==> src/rtl/chan_seq_pkg.sv <==
package chan_seq_pkg;

    typedef enum logic {
        MODE_MANUAL = 1'b0,
        MODE_AUTO   = 1'b1
    } step_mode_e;

endpackage

==> src/rtl/seq_pulse_stage.sv <==
module seq_pulse_stage (
    input  logic clk,
    input  logic rst_n,
    input  logic pulse_raw,
    output logic dp_rst,
    output logic pulse_out
);

    typedef struct packed {
        logic pulse;
    } pstate_t;

    pstate_t st_d, st_q;

    always_comb begin
        st_d       = st_q;
        st_d.pulse = pulse_raw;
    end

    always_ff @(posedge clk or negedge rst_n) begin
        if (!rst_n) st_q <= '0;
        else        st_q <= st_d;
    end

    assign dp_rst    = pulse_raw & ~st_q.pulse;
    assign pulse_out = st_q.pulse;

    AST_DPRST_SINGLE: assert property (@(posedge clk) disable iff (!rst_n)
        dp_rst |=> !dp_rst);
    AST_PULSE_AFTER_RST: assert property (@(posedge clk) disable iff (!rst_n)
        dp_rst |=> $rose(pulse_out));

endmodule

==> src/rtl/seq_slot_pick.sv <==
module seq_slot_pick #(
    parameter int SEL_W     = 2,
    parameter int NUM_SLOTS = 4,
    parameter int STRIDE    = 4,
    localparam int IDX_W    = (NUM_SLOTS > 1) ? $clog2(NUM_SLOTS) : 1,
    localparam int WORD_W   = NUM_SLOTS * STRIDE
) (
    input  logic [WORD_W-1:0] slot_word,
    input  logic [IDX_W-1:0]  idx,
    output logic [SEL_W-1:0]  slot_val
);

    logic [SEL_W-1:0] slots [NUM_SLOTS];

    for (genvar g = 0; g < NUM_SLOTS; g++) begin : g_unpack
        assign slots[g] = slot_word[g*STRIDE +: SEL_W];
    end

    always_comb begin
        slot_val = '0;
        for (int k = 0; k < NUM_SLOTS; k++) begin
            if (idx == IDX_W'(k)) slot_val = slots[k];
        end
    end

endmodule

==> src/rtl/seq_step_ctrl.sv <==
module seq_step_ctrl
    import chan_seq_pkg::*;
#(
    parameter int CNT_W     = 32,
    parameter int SEL_W     = 2,
    parameter int NUM_SLOTS = 4,
    localparam int IDX_W    = (NUM_SLOTS > 1) ? $clog2(NUM_SLOTS) : 1,
    localparam logic [IDX_W-1:0] LAST_IDX = IDX_W'(NUM_SLOTS - 1)
) (
    input  logic             clk,
    input  logic             rst_n,
    input  logic             en,
    input  logic             auto_mode,
    input  logic [CNT_W-1:0] period_cnt,
    input  logic [CNT_W-1:0] offset,
    input  logic [SEL_W-1:0] slot_val,
    input  logic [SEL_W-1:0] manual_sel,
    output logic [IDX_W-1:0] idx,
    output logic [SEL_W-1:0] chan_sel
);

    typedef struct packed {
        logic [IDX_W-1:0] idx;
        logic [SEL_W-1:0] chan;
    } step_state_t;

    step_state_t st_d, st_q;
    logic        hit;
    step_mode_e  mode;

    assign hit  = (period_cnt == offset);
    assign mode = step_mode_e'(auto_mode);

    always_comb begin
        st_d = st_q;
        if (!en) begin
            st_d.idx  = '0;
            st_d.chan = '0;
        end else if (hit) begin
            if (mode == MODE_AUTO) begin
                st_d.chan = slot_val;
                st_d.idx  = (st_q.idx == LAST_IDX) ? '0 : st_q.idx + 1'b1;
            end else begin
                st_d.chan = manual_sel;
            end
        end
    end

    always_ff @(posedge clk or negedge rst_n) begin
        if (!rst_n) st_q <= '0;
        else        st_q <= st_d;
    end

    assign idx      = st_q.idx;
    assign chan_sel = st_q.chan;

    AST_AUTO_LOAD: assert property (@(posedge clk) disable iff (!rst_n)
        (en && hit && auto_mode) |=> chan_sel == $past(slot_val));
    AST_AUTO_WRAP: assert property (@(posedge clk) disable iff (!rst_n)
        (en && hit && auto_mode && idx == LAST_IDX) |=> idx == '0);
    AST_HOLD_NO_HIT: assert property (@(posedge clk) disable iff (!rst_n)
        (en && !hit) |=> $stable(chan_sel) && $stable(idx));
    AST_MANUAL_LOAD: assert property (@(posedge clk) disable iff (!rst_n)
        (en && hit && !auto_mode) |=> chan_sel == $past(manual_sel));
    AST_MANUAL_IDX: assert property (@(posedge clk) disable iff (!rst_n)
        (en && hit && !auto_mode) |=> $stable(idx));
    AST_DISABLED_ZERO: assert property (@(posedge clk) disable iff (!rst_n)
        !en |=> (chan_sel == '0) && (idx == '0));
    AST_RESET_STATE: assert property (@(posedge clk)
        !rst_n |-> (chan_sel == '0) && (idx == '0));

endmodule

==> src/rtl/chan_seq.sv <==
module chan_seq #(
    parameter int CNT_W     = 32,
    parameter int SEL_W     = 2,
    parameter int NUM_SLOTS = 4,
    parameter int STRIDE    = 4,
    localparam int IDX_W    = (NUM_SLOTS > 1) ? $clog2(NUM_SLOTS) : 1,
    localparam int WORD_W   = NUM_SLOTS * STRIDE
) (
    input  logic              clk,
    input  logic              rst_n,
    input  logic              en,
    input  logic              auto_mode,
    input  logic [CNT_W-1:0]  offset,
    input  logic [WORD_W-1:0] slot_word,
    input  logic [SEL_W-1:0]  manual_sel,
    input  logic [CNT_W-1:0]  period_cnt,
    input  logic              pulse_raw,
    output logic [SEL_W-1:0]  chan_sel,
    output logic              dp_rst,
    output logic              pulse_out
);

    logic [IDX_W-1:0] cur_idx;
    logic [SEL_W-1:0] cur_slot;

    seq_slot_pick #(
        .SEL_W     (SEL_W),
        .NUM_SLOTS (NUM_SLOTS),
        .STRIDE    (STRIDE)
    ) u_pick (
        .slot_word (slot_word),
        .idx       (cur_idx),
        .slot_val  (cur_slot)
    );

    seq_step_ctrl #(
        .CNT_W     (CNT_W),
        .SEL_W     (SEL_W),
        .NUM_SLOTS (NUM_SLOTS)
    ) u_step (
        .clk        (clk),
        .rst_n      (rst_n),
        .en         (en),
        .auto_mode  (auto_mode),
        .period_cnt (period_cnt),
        .offset     (offset),
        .slot_val   (cur_slot),
        .manual_sel (manual_sel),
        .idx        (cur_idx),
        .chan_sel   (chan_sel)
    );

    seq_pulse_stage u_pulse (
        .clk       (clk),
        .rst_n     (rst_n),
        .pulse_raw (pulse_raw),
        .dp_rst    (dp_rst),
        .pulse_out (pulse_out)
    );

endmodule

==> config.mk <==
export PLATFORM = sky130hd
export DESIGN_NAME = chan_seq
export DESIGN_NICKNAME = d
export VERILOG_FILES = /design/src/rtl/chan_seq_pkg.sv /design/src/rtl/seq_pulse_stage.sv /design/src/rtl/seq_slot_pick.sv /design/src/rtl/seq_step_ctrl.sv /design/src/rtl/chan_seq.sv
export SDC_FILE = /design/constraint.sdc
export NUM_CORES = 1
export LEC_CHECK = 0
export BUFFER_PORTS_ARGS = -buffer_cell sky130_fd_sc_hd__buf_2
export CAP_MARGIN = 20
export CORE_UTILIZATION = 31
export DETAILED_ROUTE_END_ITERATION = 12
export PLACE_DENSITY = 0.8
export RECOVER_POWER = 100
export SLEW_MARGIN = 5
export SYNTH_ARGS = -nofsm -noshare
export SYNTH_HDL_FRONTEND = slang
export SYNTH_SLANG_ARGS = --single-unit
==> constraint.sdc <==
create_clock -name clk -period 2.1 [get_ports clk]
set_clock_uncertainty 0.2 [all_clocks]
set_input_delay 0.315 -clock clk [delete_from_list [all_inputs] [get_ports clk]]
set_output_delay 0.315 -clock clk [all_outputs]
set_load 0.1 [all_outputs]
==> results of run 1 <==
through the flow:
step                util [%]  instance area [um2]  total power [mW]  cells
floorplan                  -                698.2            0.1654     82
global placement       56.50                 1142            0.2524    191
detailed placement     56.50                 1142            0.2593    191
CTS                    58.79                 1189            0.3754    197
global route           58.73                 1187            0.3997    197
finish                 58.73                 1187            0.3693    197
cells by family after synthesis:
| kind of cell | count (synthesis) | share of synthesized area [%] |
|---|---|---|
| xor gates and xnor gates | 32 | 40.58 |
| DFF | 5 | 18.12 |
| muxes | 2 | 2.899 |
| buffers and inverters | 5 | 2.718 |
| AOI/OAI and AO/OA | 14 | 13.40 |
| and+or+nand+nor | 20 | 15.04 |
| adders and majority gates | 4 | 7.247 |
state kept, by name, summed over array words and instances, names as in the netlist:
| signal | flops |
|---|---|
| u_step.chan_sel | 2 |
| u_step.idx | 2 |
| u_pulse.pulse_out | 1 |
worst max path at each step:
stage | from | end | depth (start not counted)
6_report | pulse_raw | dp_rst | 4
5_1_grt | pulse_raw | dp_rst | 4
4_1_cts | pulse_raw | dp_rst | 4
3_5_place_dp | offset[13] | u_step.idx[1] | 6
3_3_place_gp | offset[29] | u_step.idx[1] | 6
2_1_floorplan | u_pulse.pulse_out | dp_rst | 1
power groups by stage:
stage	Sequential (mW)	Clock, mW	Combinational, mW
final	0.0988	0.108	0.162
after global routing	0.0986	0.123	0.178
after CTS	0.0987	0.114	0.163
after detailed placement	0.100	0	0.159
after global placement	0.100	0	0.152
after floorplan	0.107	0	0.0580
cells in the mapped netlist, drive strengths merged:
library cell,instances
a2111o,2
a21boi,2
a21oi,4
a22oi,2
dfrtp,5
ha,4
inv,5
mux2i,2
nand2,6
nand4,2
nor2,2
nor2b,1
nor3,1
nor4,8
o21ai,4
xor2,32
repair_timing:
item,4_1_cts,5_1_grt
hold endpoints to repair,6,0
hold buffers,2,0
setup endpoints to repair,0,0
final cells by class:
class / instances / area, um2
multi-input cells: 72 / 554.3
fillers: 210 / 834.6
inverters: 5 / 18.77
clock buffers: 4 / 26.28
flip-flops and latches: 5 / 125.1
repair buffers: 84 / 429.2
well taps: 27 / 33.78
cell usage in the layout, fill, tap and decap left out, types with 3 or more instances in the layout:
cell type	synthesis	final
nor4_1	8	8
inv_1	5	5
a21oi_1	4	4
o21ai_0	4	4
nand2_1	6	6
clkbuf_2	0	4
ha_1	4	4
xor2_1	32	32
buf_2	0	77
dfrtp_1	5	5
clkbuf_4	0	3
critical path, stage by stage:
cell and delay (ns):
dlygate4sd3_1 0.51, buf_2 0.10, nor2b_4 0.11, clkbuf_2 0.45
routing by layer:
metal	vias up	GRT usage [%]
met5	-	0
met1	391	16.98
met4	0	9.314
met3	6	6.231
met2	50	41.32
li1	465	-
==> reports/metrics.csv, run 1 <==
metric,value,unit
ir_drop,0.2965,mV
wl_met3,216,um
grt_pass1_wl,3.836,mm
grt_usage,20.18,%
synth_seq_area_share,18.12,%
ys_types,16,
worstSetupEndpointType,primary output,
yosysTopAreaCellShare,40.58,%
r2r_start,u_step.idx[0],
worstHoldPathCells,3,
design.die.area,0.002421,mm2
switching_share,30.60,%
drtIter0Drc,10,
hpwl,1.992,mm
critical_path.startpoint_type,primary input,
clkSlewWorstSetupHoldPaths,0.04,ns
post_cts_buffers,0,
setup_viol_count_final,0,
grt_overflow,0,
worst_hold_slack,0.1782,ns
routed_wl,2.247,mm
layout_min_cycle_time,2.012,ns
drtAntennaViolNets,0,
required,1.58,ns
rsz0062_at_grt,false,
portBuffers,82,
power_switching,0.1130,mW
nets,262,
setup_slack,0.08844,ns
firstDrtPassIters,4,
grt_pass1_vias,992,
die_h,49.20,um
max_freq,497.1,MHz
yosys.area.top_type,xor2_1,
pwr-share-comb,44.0,%
drive_gt1_share,50.00,%
tns,0,ns
die_w,49.20,um
clock-root-buffer,clkbuf_4,
path_max_fanout,2,
holdPathEnd,u_step.idx[1],
internal_power,0.2563,mW
hp-class,primary input to flip-flop,
place_ws,0.01516,ns
synth-warning-count,0,
initial_utilization,34.16,%
syn-mean-instance-area,8.423,um2
clockBufferDepth,2,
syn_nets,173,
rows,16,
wl_per_cell,11.41,um
final-max-slew-violation-count,0,
grt_max_degree,7,
period_share,95.79,%
route.detailed.drc,0,
p_seq_share,26.7,%
drv_cap,0,
p_leak,0.6499,nW
reg2reg_to,u_step.chan_sel[0],
clkLatencyLatePin,0.23,ns
antenna_found_initial,0,
place.gp.congestion,0.8502,
worst_pin_slew,0.5585,ns
cts.sinks,5,
m1WireLength,742,um
area_growth,71.92,%
cp.arrival,1.50,ns
hold_start,en,
syn-instance-count,82,
worstRegToRegCells,7,
h-tree-depth,1,
via_count,912,
mappedNetlistArea,690.7,um2
power_density,311.0,mW/mm2
cts_tree,yes,
hold_viol,0,
vias_per_cell,4.629,
wl_met2,1.246,mm
ios,91,
power.clock.fraction,29.3,%
synth_top_cells_by_area,"xor2_1, dfrtp_1, ha_1",
cts_buffers,3,
regToRegSetupSlack,0.20,ns
crit_type,primary input to primary output,
ys_seq_elements,5,
antenna_cells,0,
highest_layer,met4,
core_area,0.002022,mm2
relSlewSlack,62.92,%
status,completed,
cts_resized,0,
Power figures use the tool's default switching activity.
==> run 2, diff against run 1 <==
- ABC_AREA: default -> 1
- CORE_UTILIZATION: 31 -> 43
- PLACE_DENSITY: 0.8 -> 0.82
==> run 2 against run 1 <==
- non-clock buffer count unchanged
- hold slack got worse by 0.0071 ns
- worst setup slack improved by 0.010 ns
- clock-buffer cell count unchanged
- final cell count is 120% higher
- die area increased by 40%
- sequential cell count unchanged
- critical endpoint unchanged
- largest power group unchanged
==> reports/metrics.csv, run 2 <==
metric,value,unit,change
ys.flop_type,dfrtp_1,,
pwr-share-comb,55.9,%,+12 points
timing.critical_path.cells,dlygate4sd3_1 > buf_2 > inv_1 > nor2_4 > buf_2,,
cp_slowest_cell,dlygate4sd3_1,,
antenna_cells,0,,unchanged
grt_usage,20.19,%,about the same
drv_cap,0,,unchanged
hold_start,en,,
cts_tree,yes,,
clock-root-buffer,clkbuf_4,,
hpwl,2.881,mm,+45%
die_h,58.16,um,+18%
synth_seq_area_share,9.225,%,-8.9 points
ir_drop,0.1904,mV,-36%
drtIter0Drc,56,,+46
grt_pass1_vias,1576,,+59%
wl_per_cell,7.379,um,-35%
ys_seq_elements,5,,unchanged
drive_gt1_share,23.02,%,-27 points
path_max_fanout,2,,unchanged
place.gp.congestion,0.8843,,+4.0%
crit_type,primary input to primary output,,
async_flop_share,100.0,%,unchanged
final-max-slew-violation-count,0,,unchanged
required,1.58,ns,about the same
grt_overflow,0,,unchanged
portBuffers,82,,unchanged
synth-warning-count,0,,unchanged
p_seq_share,20.5,%,-6.2 points
yosysTopAreaCellShare,41.51,%,+0.93 points
cts_buffers,3,,unchanged
mappedNetlistArea,0.001356,mm2,+96%
yosys.cell_count.top_type,nand2_1,,
grt_pass1_wl,5.492,mm,+43%
switching_share,40.02,%,+9.4 points
place_area,0.001829,mm2,+60%
initial_utilization,44.79,%,+11 points
slowest_delay,0.52,ns,about the same
max_freq,499.7,MHz,+0.51%
design.die.area,0.003383,mm2,+40%
clkSlewWorstSetupHoldPaths,0.04,ns,about the same
ios,91,,unchanged
rows,20,,+4
critical_path.startpoint_type,primary input,,
antenna_found_initial,0,,unchanged
cp.arrival,1.49,ns,about the same
cp_common_cell,buf_2,,
synth_edf_count,0,,unchanged
power_density,257.6,mW/mm2,-17%
synth_top_cells_by_area,"nand2_1, inv_1, nor2_1",,
worst_pin_slew,0.5640,ns,+0.005455 ns
routed_wl,3.210,mm,+43%
hp-class,primary input to flip-flop,,
clkLatencyLatePin,0.25,ns,+0.02 ns
cts_resized,0,,unchanged
p_leak,1.337,nW,+110%
syn_nets,394,,+130%
syn-mean-instance-area,4.476,um2,-47%
ys_types,16,,unchanged
crit_path_start,pulse_raw,,
power_switching,0.1931,mW,+71%
tns,0,ns,unchanged
layout_common_cells,"nand2_1, inv_1, buf_2, nor2_1, nand3_1",,
worstSetupEndpointType,primary output,,
via_count,1816,,+99%
nets,483,,+84%
fin_area,0.001873,mm2,+58%
synth.cells.most_frequent,"nand2_1, inv_1, nor2_1, nand3_1",,
relSlewSlack,62.56,%,-0.36 points
firstDrtPassIters,4,,unchanged
syn-instance-count,303,,+270%
setup_viol_count_final,0,,unchanged
area_growth,38.10,%,
clockBufferDepth,2,,unchanged
h-tree-depth,1,,unchanged
layout_min_cycle_time,2.001,ns,-0.01029 ns
status,completed,,
drtAntennaViolNets,0,,unchanged
final_common_cell,nand2_1,,
yosys.area.top_type,nand2_1,,
rsz0062_at_grt,false,,
power.clock.fraction,23.6,%,-5.7 points
route.detailed.drc,0,,unchanged
hold_viol,0,,unchanged
internal_power,0.2894,mW,+13%
cts.sinks,5,,unchanged
vias_per_cell,4.175,,-9.8%
period_share,95.30,%,-0.49 points
grt_max_degree,7,,unchanged
die_w,58.16,um,+18%
num-fill-cells,344,,+64%
core_area,0.003028,mm2,+50%
r2r_start,u_step.idx[1],,
-- run 2: cell count changes in the layout (fill, tap and decap cells not counted), sizes merged, moves of 3 or more --
| cell | before | now |
|---|---|---|
| nand3 | 0 | 7 |
| nor4 | 8 | 0 |
| xnor2 | 0 | 5 |
| inv | 5 | 78 |
| xor2 | 32 | 2 |
| nand2 | 6 | 150 |
| o21ai | 4 | 1 |
| nor2 | 2 | 41 |
-- run 2: logic make-up after synthesis --
logic type	synth area share, %
xor+xnor	4.520
buf+inv	21.86
compound gates	2.951
fa+ha+maj	3.690
simple gates	57.75
flops	9.225
-- run 2: what timing repair did --
item                      4_1_cts  5_1_grt
setup buffers                   0        0
hold endpoints to repair        6        0
hold buffers                    2        0
-- run 2: worst paths after layout --
check | end | slack, ns | cells after the start
setup / recovery | dp_rst | 0.1 | 5
hold / removal | u_step.idx[0] | 0.17 | 3
setup reg to reg | u_step.chan_sel[1] | 0.57 | 9
hold reg to reg | u_step.chan_sel[0] | 0.28 | 2
max in group asynchronous | u_step.chan_sel[1] | 1.27 | 2
min in group asynchronous | u_step.idx[0] | 0.23 | 2
-- run 2: cell type report --
type | count | area, um2 | share of cell area, %
multi-input combinational | 219 | 942.2 | 50.30
timing repair buffer | 84 | 427.9 | 22.85
inverter | 79 | 296.5 | 15.83
sequential | 5 | 125.1 | 6.680
tap | 44 | 55.05 | 2.939
clock buffer | 4 | 26.28 | 1.403
-- run 2: through the flow --
stage	cells	hold slack, ns	power [mW]	worst slack [ns]	util (%)
final	435	0.1712	0.4826	0.09873	61.86
after global routing	435	0.2079	0.5269	0.04964	61.86
after CTS	435	0.1646	0.4872	0.1046	61.94
after detailed placement	429	-0.07191	0.3691	0.5208	60.41
after floorplan	303	-0.1806	0.2516	0.1902	-
after global placement	429	-0.07305	0.3606	0.5544	60.41
-- run 2: metal layers --
| layer | wire length, um | vias up | share of wire, % | global-route usage (%) |
|---|---|---|---|---|
| li1 | - | 1031 | - | - |
| met1 | 1410 | 739 | 44 | 21.88 |
| met2 | 1659 | 41 | 52 | 39.57 |
| met3 | 95 | 5 | 3.0 | 2.009 |
| met4 | 44 | 0 | 1.4 | 7.823 |
| met5 | 0 | - | 0 | 0 |
-- run 2: power groups by stage --
stage / combinational, mW / sequential, mW / clock, mW
after floorplan: 0.144 / 0.107 / 0
after global routing: 0.311 / 0.0989 / 0.117
after CTS: 0.273 / 0.0989 / 0.115
after detailed placement: 0.269 / 0.100 / 0
final: 0.270 / 0.0989 / 0.114
after global placement: 0.261 / 0.100 / 0
-- run 2: worst max-delay path, delay by kind of cell --
kind          cells  cell delay [ns]
buf+inv           4             1.11
simple gates      1             0.06
